$ cat src/rtl/fir_csd_pkg.sv
package fir_csd_pkg;

    localparam int NDIG   = 3;
    localparam int COEF_W = 8;

    typedef enum logic [1:0] {
        DIG_ZERO = 2'b00,
        DIG_POS  = 2'b01,
        DIG_NEG  = 2'b11
    } dig_sign_e;

    typedef struct packed {
        dig_sign_e  sgn;
        logic [2:0] sh;
    } csd_digit_t;

    typedef csd_digit_t [NDIG-1:0] csd_coef_t;

    function automatic csd_digit_t mk_dig(dig_sign_e s, int sh);
        csd_digit_t d;
        d.sgn = s;
        d.sh  = 3'(sh);
        return d;
    endfunction

    // Symmetric default response; index folded about the centre.
    function automatic csd_coef_t tap_code(int k, int ntaps);
        csd_coef_t c;
        int m;
        for (int j = 0; j < NDIG; j++) c[j] = mk_dig(DIG_ZERO, 0);
        m = (k < ntaps / 2) ? k : (ntaps - 1 - k);
        case (m)
            0: c[0] = mk_dig(DIG_POS, 0);
            1: c[0] = mk_dig(DIG_POS, 1);
            2: c[0] = mk_dig(DIG_POS, 2);
            3: c[0] = mk_dig(DIG_POS, 3);
            4: begin c[0] = mk_dig(DIG_POS, 3); c[1] = mk_dig(DIG_POS, 2); end
            5: begin c[0] = mk_dig(DIG_POS, 4); c[1] = mk_dig(DIG_POS, 1); end
            6: begin c[0] = mk_dig(DIG_POS, 4); c[1] = mk_dig(DIG_POS, 3); end
            7: begin c[0] = mk_dig(DIG_POS, 5); c[1] = mk_dig(DIG_NEG, 2); end
            8: c[0] = mk_dig(DIG_POS, 5);
            9: begin c[0] = mk_dig(DIG_POS, 5); c[1] = mk_dig(DIG_POS, 2); end
            default: ;
        endcase
        return c;
    endfunction

endpackage

$ cat src/rtl/dec_phase_ctr.sv
module dec_phase_ctr #(
    parameter int DEC = 4
) (
    input  logic clk,
    input  logic rst,
    input  logic in_valid,
    output logic last_o
);
    localparam int PW = (DEC > 1) ? $clog2(DEC) : 1;
    localparam logic [PW-1:0] PH_LAST = PW'(DEC - 1);

    logic [PW-1:0] phase_d, phase_q;

    always_comb begin
        phase_d = phase_q;
        last_o  = in_valid && (phase_q == PH_LAST);
        if (in_valid) begin
            phase_d = last_o ? '0 : phase_q + 1'b1;
        end
    end

    always_ff @(posedge clk) begin
        if (rst) phase_q <= '0;
        else     phase_q <= phase_d;
    end

    p_phase_idle_r2: assert property (@(posedge clk) disable iff (rst)
        !in_valid |=> $stable(phase_q));

    p_phase_step_r2: assert property (@(posedge clk) disable iff (rst)
        (in_valid && !last_o) |=> (phase_q == $past(phase_q) + 1'b1));

    p_phase_wrap_r3: assert property (@(posedge clk) disable iff (rst)
        last_o |=> (phase_q == '0));

endmodule

$ cat src/rtl/csd_term_mult.sv
module csd_term_mult
    import fir_csd_pkg::*;
#(
    parameter int        IN_W  = 12,
    parameter int        ACC_W = 25,
    parameter csd_coef_t CODE  = '0
) (
    input  logic [IN_W-1:0]  x_i,
    output logic [ACC_W-1:0] p_o
);
    logic signed [ACC_W-1:0] xe;
    logic [NDIG-1:0][ACC_W-1:0] term;

    assign xe = {{(ACC_W - IN_W){x_i[IN_W-1]}}, x_i};

    for (genvar j = 0; j < NDIG; j++) begin : g_dig
        localparam dig_sign_e SG = CODE[j].sgn;
        localparam int        SH = int'(CODE[j].sh);
        if (SG == DIG_POS) begin : g_pos
            assign term[j] = xe <<< SH;
        end else if (SG == DIG_NEG) begin : g_neg
            assign term[j] = -(xe <<< SH);
        end else begin : g_zero
            assign term[j] = '0;
        end
    end

    always_comb begin
        p_o = '0;
        for (int j = 0; j < NDIG; j++) p_o = p_o + term[j];
    end

endmodule

$ cat src/rtl/rnd_sat.sv
module rnd_sat #(
    parameter int ACC_W = 25,
    parameter int OUT_W = 12,
    parameter int SCALE = 7
) (
    input  logic [ACC_W-1:0] acc_i,
    output logic [OUT_W-1:0] y_o
);
    localparam logic signed [ACC_W:0] HALF = (ACC_W + 1)'(1) <<< (SCALE - 1);
    localparam logic signed [ACC_W:0] OMAX = {{(ACC_W - OUT_W + 2){1'b0}}, {(OUT_W - 1){1'b1}}};
    localparam logic signed [ACC_W:0] OMIN = ~OMAX;

    logic signed [ACC_W:0] ext, rnd, shr;

    always_comb begin
        ext = {acc_i[ACC_W-1], acc_i};
        rnd = ext + HALF;
        shr = rnd >>> SCALE;
        if (shr > OMAX)      y_o = OMAX[OUT_W-1:0];
        else if (shr < OMIN) y_o = OMIN[OUT_W-1:0];
        else                 y_o = shr[OUT_W-1:0];
    end

endmodule

$ cat src/rtl/fir_csd_decim.sv
module fir_csd_decim
    import fir_csd_pkg::*;
#(
    parameter int IN_W  = 12,
    parameter int OUT_W = 12,
    parameter int DEC   = 4,
    parameter int NTAPS = 16,
    parameter int SCALE = 7
) (
    input  logic             clk,
    input  logic             rst,
    input  logic             in_valid,
    input  logic [IN_W-1:0]  in_data,
    output logic             out_valid,
    output logic [OUT_W-1:0] out_data
);
    localparam int ACC_W = IN_W + COEF_W + $clog2(NTAPS) + 1;

    typedef struct packed {
        logic [NTAPS-2:0][IN_W-1:0] dly;
        logic                       vld;
        logic [OUT_W-1:0]           dat;
    } state_t;

    state_t st_d, st_q;
    logic   last;
    logic [NTAPS-1:0][IN_W-1:0]  tap_x;
    logic [NTAPS-1:0][ACC_W-1:0] prod;
    logic [ACC_W-1:0]            acc;
    logic [OUT_W-1:0]            y_sat;

    dec_phase_ctr #(.DEC(DEC)) u_phase (
        .clk      (clk),
        .rst      (rst),
        .in_valid (in_valid),
        .last_o   (last)
    );

    // Tap 0 sees the arriving sample so the kept result includes it.
    for (genvar k = 0; k < NTAPS; k++) begin : g_tap
        if (k == 0) begin : g_head
            assign tap_x[k] = in_data;
        end else begin : g_body
            assign tap_x[k] = st_q.dly[k-1];
        end
        csd_term_mult #(
            .IN_W  (IN_W),
            .ACC_W (ACC_W),
            .CODE  (tap_code(k, NTAPS))
        ) u_mul (
            .x_i (tap_x[k]),
            .p_o (prod[k])
        );
    end

    always_comb begin
        acc = '0;
        for (int k = 0; k < NTAPS; k++) acc = acc + prod[k];
    end

    rnd_sat #(.ACC_W(ACC_W), .OUT_W(OUT_W), .SCALE(SCALE)) u_rs (
        .acc_i (acc),
        .y_o   (y_sat)
    );

    always_comb begin
        st_d     = st_q;
        st_d.vld = 1'b0;
        if (in_valid) begin
            st_d.dly[0] = in_data;
            for (int i = 1; i < NTAPS - 1; i++) st_d.dly[i] = st_q.dly[i-1];
        end
        if (last) begin
            st_d.vld = 1'b1;
            st_d.dat = y_sat;
        end
    end

    always_ff @(posedge clk) begin
        if (rst) st_q <= '0;
        else     st_q <= st_d;
    end

    assign out_valid = st_q.vld;
    assign out_data  = st_q.dat;

    p_reset_clear_r1: assert property (@(posedge clk)
        rst |=> (!out_valid && out_data == '0));

    p_valid_after_last_r3: assert property (@(posedge clk) disable iff (rst)
        last |=> out_valid);

    p_valid_needs_last_r3: assert property (@(posedge clk) disable iff (rst)
        out_valid |-> $past(last));

    p_hold_between_r8: assert property (@(posedge clk) disable iff (rst)
        !last |=> $stable(out_data));

    if (DEC > 1) begin : g_single
        p_single_pulse_r3: assert property (@(posedge clk) disable iff (rst)
            out_valid |=> !out_valid);
    end

endmodule

$ cat config.mk
export PLATFORM = sky130hd
export DESIGN_NAME = fir_csd_decim
export DESIGN_NICKNAME = d
export VERILOG_FILES = /design/src/rtl/fir_csd_pkg.sv /design/src/rtl/dec_phase_ctr.sv /design/src/rtl/csd_term_mult.sv /design/src/rtl/rnd_sat.sv /design/src/rtl/fir_csd_decim.sv
export SDC_FILE = /design/constraint.sdc
export NUM_CORES = 1
export LEC_CHECK = 0
export BUFFER_PORTS_ARGS = -buffer_cell sky130_fd_sc_hd__buf_4
export CORE_AREA = 10 10 270 143
export CTS_BUF_LIST = sky130_fd_sc_hd__clkbuf_2 sky130_fd_sc_hd__clkbuf_4 sky130_fd_sc_hd__clkbuf_8
export CTS_CLUSTER_DIAMETER = 150
export DETAILED_ROUTE_END_ITERATION = 8
export DIE_AREA = 0 0 280 153
export PLACE_DENSITY = 0.62
export REMOVE_ABC_BUFFERS = 1
export SYNTH_ARGS = -nofsm -noshare
export SYNTH_HDL_FRONTEND = slang
export SYNTH_SLANG_ARGS = --single-unit
$ cat constraint.sdc
create_clock -name clk -period 12.5 [get_ports clk]
set_input_delay 0.625 -clock clk [delete_from_list [all_inputs] [get_ports clk]]
set_output_delay 0.625 -clock clk [all_outputs]
set_load 0.05 [all_outputs]
After elaboration in Yosys (flattened, before gate mapping)
Index checks and enable logic that the tools add are counted.

Reduce and logical (&&, ||, !) cells: 1. $add $sub $neg: 27. Muxes and demuxes: 4. Equality and inequality tests: 1. $lt $le $gt $ge: 2.

Operators with widths (number): $add A25 B25 Y25 (14); $neg A14 Y25 (2); $add A16 B13 Y17 (2); $add A16 B15 Y17 (2); $add A15 B14 Y16 (2); $add A25 B8 Y26 const B (1); $mux W12 (2); $gt A19 B12 Y1 const B (1); $lt A19 B12 Y1 const B (1); $add A15 B15 Y16 (1); $add A14 B14 Y15 (1); $add A12 B13 Y14 (1); $mux W13 (1); $add A2 B1 Y2 const B (1); $eq A2 B2 Y1 const B (1); $mux W2 (1); $logic_and A1 B1 Y1 (1).

Input port bits: 15. Output and inout port bits: 13. Register bits after elaboration: 195.

Longest topological paths before layout
Depth after elaboration: 20. Gate-level depth with buffers: 41. Gate-level depth less buffers: 39.

Cells and area by module
From an unflattened synthesis, not the netlist that was laid out.

Cells, all modules: 2594. Area total of the unflattened synthesis: 23746.5 µm².

By module, submodules not included: fir_csd_decim (times used 1, area an instance 16464.5 µm², cells each 1608); csd_term_mult at g_tap[10].u_mul ... (times used 6, area an instance 604.3 µm², cells each 81); csd_term_mult at g_tap[7].u_mul ... (times used 2, area an instance 733.2 µm², cells each 105); csd_term_mult at g_tap[12].u_mul ... (times used 6, area an instance 191.4 µm², cells each 26); rnd_sat (times used 1, area an instance 573.0 µm², cells each 75); csd_term_mult at g_tap[0].u_mul ... (times used 2, area an instance 187.7 µm², cells each 25); dec_phase_ctr (times used 1, area an instance 92.6 µm², cells each 9).

Worst setup path before layout
OpenSTA, ideal clock, no wires.

Path kind: input port to flip-flop. Start: input in_data[3]. End: register st_q, in the netlist out_data[3]. Stages: 40. Slack: 2407 ps. Path buffers: 2. Required time: 12356 ps. Arrival: 9949 ps. Path through: inv_1 fa_1 fa_1 inv_1 ha_1 inv_1 fa_1 nor2b_1 o21ai_0 a21boi_0 o21ai_0 a21boi_0 o21ai_0 a21boi_0 o21ai_0 a21oi_1 xnor2_1 fa_1 (+4 left out) fa_1 inv_1 fa_1 inv_1 fa_1 inv_1 ha_1 clkbuf_1 and3_1 and2_1 and2_1 or3_1 xor2_1 and4_4 or4b_4 o2111ai_2 buf_4 o311ai_2.

Longest elaborated chain between the ends: 19. Elaborated cells between the ends (all ways): 20. Those cells by class: add/sub: 16; order compare: 2; mux: 2.

Ends and longest elaborated chain: start, declared (RTL line fir_csd_decim.sv:13) `input logic [IN_W-1:0] in_data,`; $add A12 B13 Y14 (*) (RTL line fir_csd_decim.sv:58) `for (int k = 0; k < NTAPS; k++) acc = acc + prod[k];`; $add A14 B14 Y15 (*) (RTL line fir_csd_decim.sv:58); $add A15 B15 Y16 (*) (RTL line fir_csd_decim.sv:58); $add A25 B25 Y25 (*) (12 in series) (RTL line fir_csd_decim.sv:58); $add A25 B8 Y26 (*) (RTL line rnd_sat.sv:17) `rnd = ext + HALF;`; $lt A19 B12 Y1 (RTL line rnd_sat.sv:20) `else if (shr < OMIN) y_o = OMIN[OUT_W-1:0];`; $mux W12 (RTL line rnd_sat.sv:20); $mux W12 (*) (RTL line rnd_sat.sv:19) `if (shr > OMAX) y_o = OMAX[OUT_W-1:0];`; end signal, assigned (RTL line fir_csd_decim.sv:81) `else st_q <= st_d;`; end, declared (RTL line fir_csd_decim.sv:25) `state_t st_d, st_q;`.

Every way passes the cells marked *; elsewhere a longest branch is shown, timed or not. A chain may end at the register's enable or synchronous reset.

Worst setup path after layout
Start: register st_q[15] (netlist name). End: register st_q, in the netlist out_data[5].

Longest elaborated chain between the ends: 19. Elaborated cells between the ends (all ways): 20. Those cells by class: add/sub: 16; order compare: 2; mux: 2.

Ends and longest elaborated chain (RTL line): $add A12 B13 Y14 (*) (fir_csd_decim.sv:58); $add A14 B14 Y15 (*) (fir_csd_decim.sv:58); $add A15 B15 Y16 (*) (fir_csd_decim.sv:58); $add A25 B25 Y25 (*) (12 in series) (fir_csd_decim.sv:58); $add A25 B8 Y26 (*) (rnd_sat.sv:17); $lt A19 B12 Y1 (rnd_sat.sv:20); $mux W12 (rnd_sat.sv:20); $mux W12 (*) (rnd_sat.sv:19).

Marked as above.

==> results.py <==
metrics = {
    "placed_design": {
        "pre_cts_ws_ps": 1060,
        "port-buffer-count": 27,
        "dp.final_hpwl_um": 32300,
        "gp_congestion": 0.864,
    },
    "synth": {
        "synth_area_leaders": "fa_1 27%, dfxtp_1 23%, mux2i_1 11%",
        "netlist_area_sq_mm": 0.0167,
        "synth-edff-count": 0,
        "postSynth.asyncResetShare_pct": 0,
        "postSynthCellCount": 1716,
        "syn_avg_cell_area_sq_um": 9.75,
        "ys.warnings.count": 0,
        "synth-seq-area-share_pct": 23.3,
        "ys_ff_latch": 195,
        "synth_top_area_share_pct": 27.3,
        "synth-main-ff-cell": "dfxtp_1",
        "yosysTopAreaCell": "fa_1",
        "synth.distinct_cells": 68,
    },
    "detailed_routing": {
        "drc": 0,
        "wl_per_cell_um": 18.0,
        "first_pass_iters": 5,
        "drt_wl_total_um": 39300,
        "antenna_left": 0,
        "drtIter0Drc": 820,
        "vias_per_cell": 5.17,
        "dr_total_vias": 11300,
    },
    "critical_path": {
        "critPathMaxStageDelay_ps": 770,
        "criticalPathCategory": "reg2reg",
        "crit_start": "st_q[15]",
        "cp.arrival_ps": 11490,
        "cpMaxStageDelayCell": "a221oi_1",
        "r2r-end": "out_data[5]",
        "r2r_cells": 37,
        "path_max_fanout": 11,
        "endpoint": "out_data[5]",
        "ff2ff_setup_slack_ps": 1380,
        "reg2reg_from": "st_q[15]",
        "cp_common_cell": "fa_1",
        "critPathRequiredTime_ps": 12870,
        "endpoint_kind": "register",
        "start_kind": "register",
    },
    "floorplan": {
        "boundaryPins": 28,
        "coreArea_sq_mm": 0.0339,
        "die_w_um": 280,
        "std_cell_rows": 48,
        "fp.dieH_um": 153,
        "start_util_pct": 49.4,
        "dieArea_sq_mm": 0.0428,
    },
    "finish": {
        "layout-drive-gt1-share_pct": 5.03,
        "final_common_cell": "inv_1",
        "area_growth_pct": 6.13,
        "mostFrequentLayoutCells": "330 x inv_1, 228 x fa_1, 215 x nor2_1",
        "fin_util_pct": 52.4,
        "finalNetCount": 2067,
        "diodes": 0,
    },
    "timing": {
        "max_freq_mhz": 89.9,
        "final.setup.tns_ps": 0,
        "timing_max_transition_violations_final": 0,
        "min_period_ps": 11120,
        "fin_ws_ps": 1380,
        "worst_slew_pin_slew_ps": 1040,
        "relSlewSlack_pct": 30.5,
        "finalHoldViolCount": 0,
        "setup_viol": 0,
        "min_period_over_period_pct": 89.0,
        "rsz0062_at_grt": "false",
        "skew_ps": 19.8,
    },
    "grt": {
        "grt_pass1_wl_um": 63900,
        "grt_usage_pct": 19.0,
        "antenna_found_initial": 0,
        "grt_max_degree": 85,
        "grt-ovfl-total": 0,
        "grt_pass1_vias": 11500,
    },
    "cts": {
        "clock_latency_ps": 520,
        "hold_buffers": 0,
        "cts_root_buf": "clkbuf_8",
        "clk_pin_slew_worst_paths_ps": 130,
        "cts.sinks": 195,
        "cts_setup_buffers": 0,
        "cts_buffers": 17,
        "clockBufferDepth": 2,
        "postCtsResizedCells": 0,
        "ctsHtreeMaxLevel": 4,
        "cts_tree": "yes",
    },
    "power": {
        "powerDensity_mw_per_mm2": 156,
        "p_leak_nw": 8.75,
        "ir_drop_uv": 137,
        "power_w": 0.00277,
    },
    "hold_path": {
        "hold-path-cell-count": 3,
        "holdCritPathClass": "in2reg",
    },
    "flow_run": {
        "cap_violations": 0,
    },
    "outcome": {
        "status": "finished clean",
    },
}
worst min path at each step:
stage / start / to / slack [ps]
after CTS: in_data[4] / st_q[17] / 300
after global placement: st_q[181] / st_q[181] / 470
after detailed placement: out_data[11] / out_data[11] / 460
after floorplan: st_q[181] / st_q[181] / 450
final: in_data[3] / st_q[16] / 330
after global routing: in_data[1] / st_q[14] / 300
through the flow:
stage	instances	instance area [sq um]	hold slack [ps]
6_report	2178	17800	335
2_1_floorplan	1665	16500	452
3_3_place_gp	2146	17300	467
3_5_place_dp	2146	17300	460
5_1_grt	2178	17800	299
4_1_cts	2178	17800	304
critical path: cells and delay by family (launching register included):
kind / cells / cell delay (ps)
AND/OR/NAND/NOR: 5 / 1470
XOR/XNOR: 1 / 220
AO/OA/AOI/OAI: 12 / 3280
adder cells (fa/ha/maj): 11 / 5080
flip-flops: 1 / 390
buffers and inverters: 8 / 500
cell usage after synthesis, types with 18 or more instances:
| cell | count |
|---|---|
| mux2i_1 | 184 |
| inv_1 | 330 |
| a21oi_1 | 62 |
| o21ai_0 | 34 |
| xnor2_1 | 55 |
| clkbuf_1 | 28 |
| dfxtp_1 | 195 |
| o21bai_1 | 19 |
| a21o_1 | 21 |
| nand2_1 | 46 |
| fa_1 | 228 |
| xor2_1 | 29 |
| buf_1 | 18 |
| ha_1 | 109 |
| nor2_1 | 215 |
flip-flops by register name (all words and copies together), names as in the netlist:
register / cells
st_q: 180
out_valid: 1
out_data: 12
u_phase.phase_q: 2
metal layers:
metal  GRT usage, %  vias up  part of all wire [%]  routed length [um]
li1               -     5466                     -                   -
met1           31.0     5511                    55               21800
met2           22.4      249                    34               13500
met3           7.13       25                   9.3                3650
met4           2.92        0                  0.89                 350
met5              0        -                     0                   0
power breakdown:
part	leakage [nW]	switching (W)	total, W	internal (W)
Combinational	6.97	0.00108	0.00167	0.000590
Sequential	1.57	0.00000624	0.000635	0.000629
Clock	0.213	0.000272	0.000460	0.000188
Total	8.75	0.00136	0.00277	0.00141
area by class of cell:
class / count / area, sq um
Sequential cell: 195 / 3900
Timing Repair Buffer: 31 / 244
Inverter: 330 / 1240
Tap cell: 450 / 563
Fill cell: 3115 / 16100
Clock buffer: 17 / 234
Multi-Input combinational cell: 1140 / 11400
Clock inverter: 15 / 191
logic make-up after synthesis:
logic type | after synthesis | share of synthesized area [%]
flip-flops | 195 | 23.3
buffers and inverters | 381 | 8.64
multiplexers | 185 | 11.1
adder cells (fa/ha/maj) | 337 | 35.4
XOR/XNOR | 84 | 4.40
AND/OR/NAND/NOR | 338 | 8.87
AO/OA/AOI/OAI | 196 | 8.24
Power figures use the tool's default switching activity.
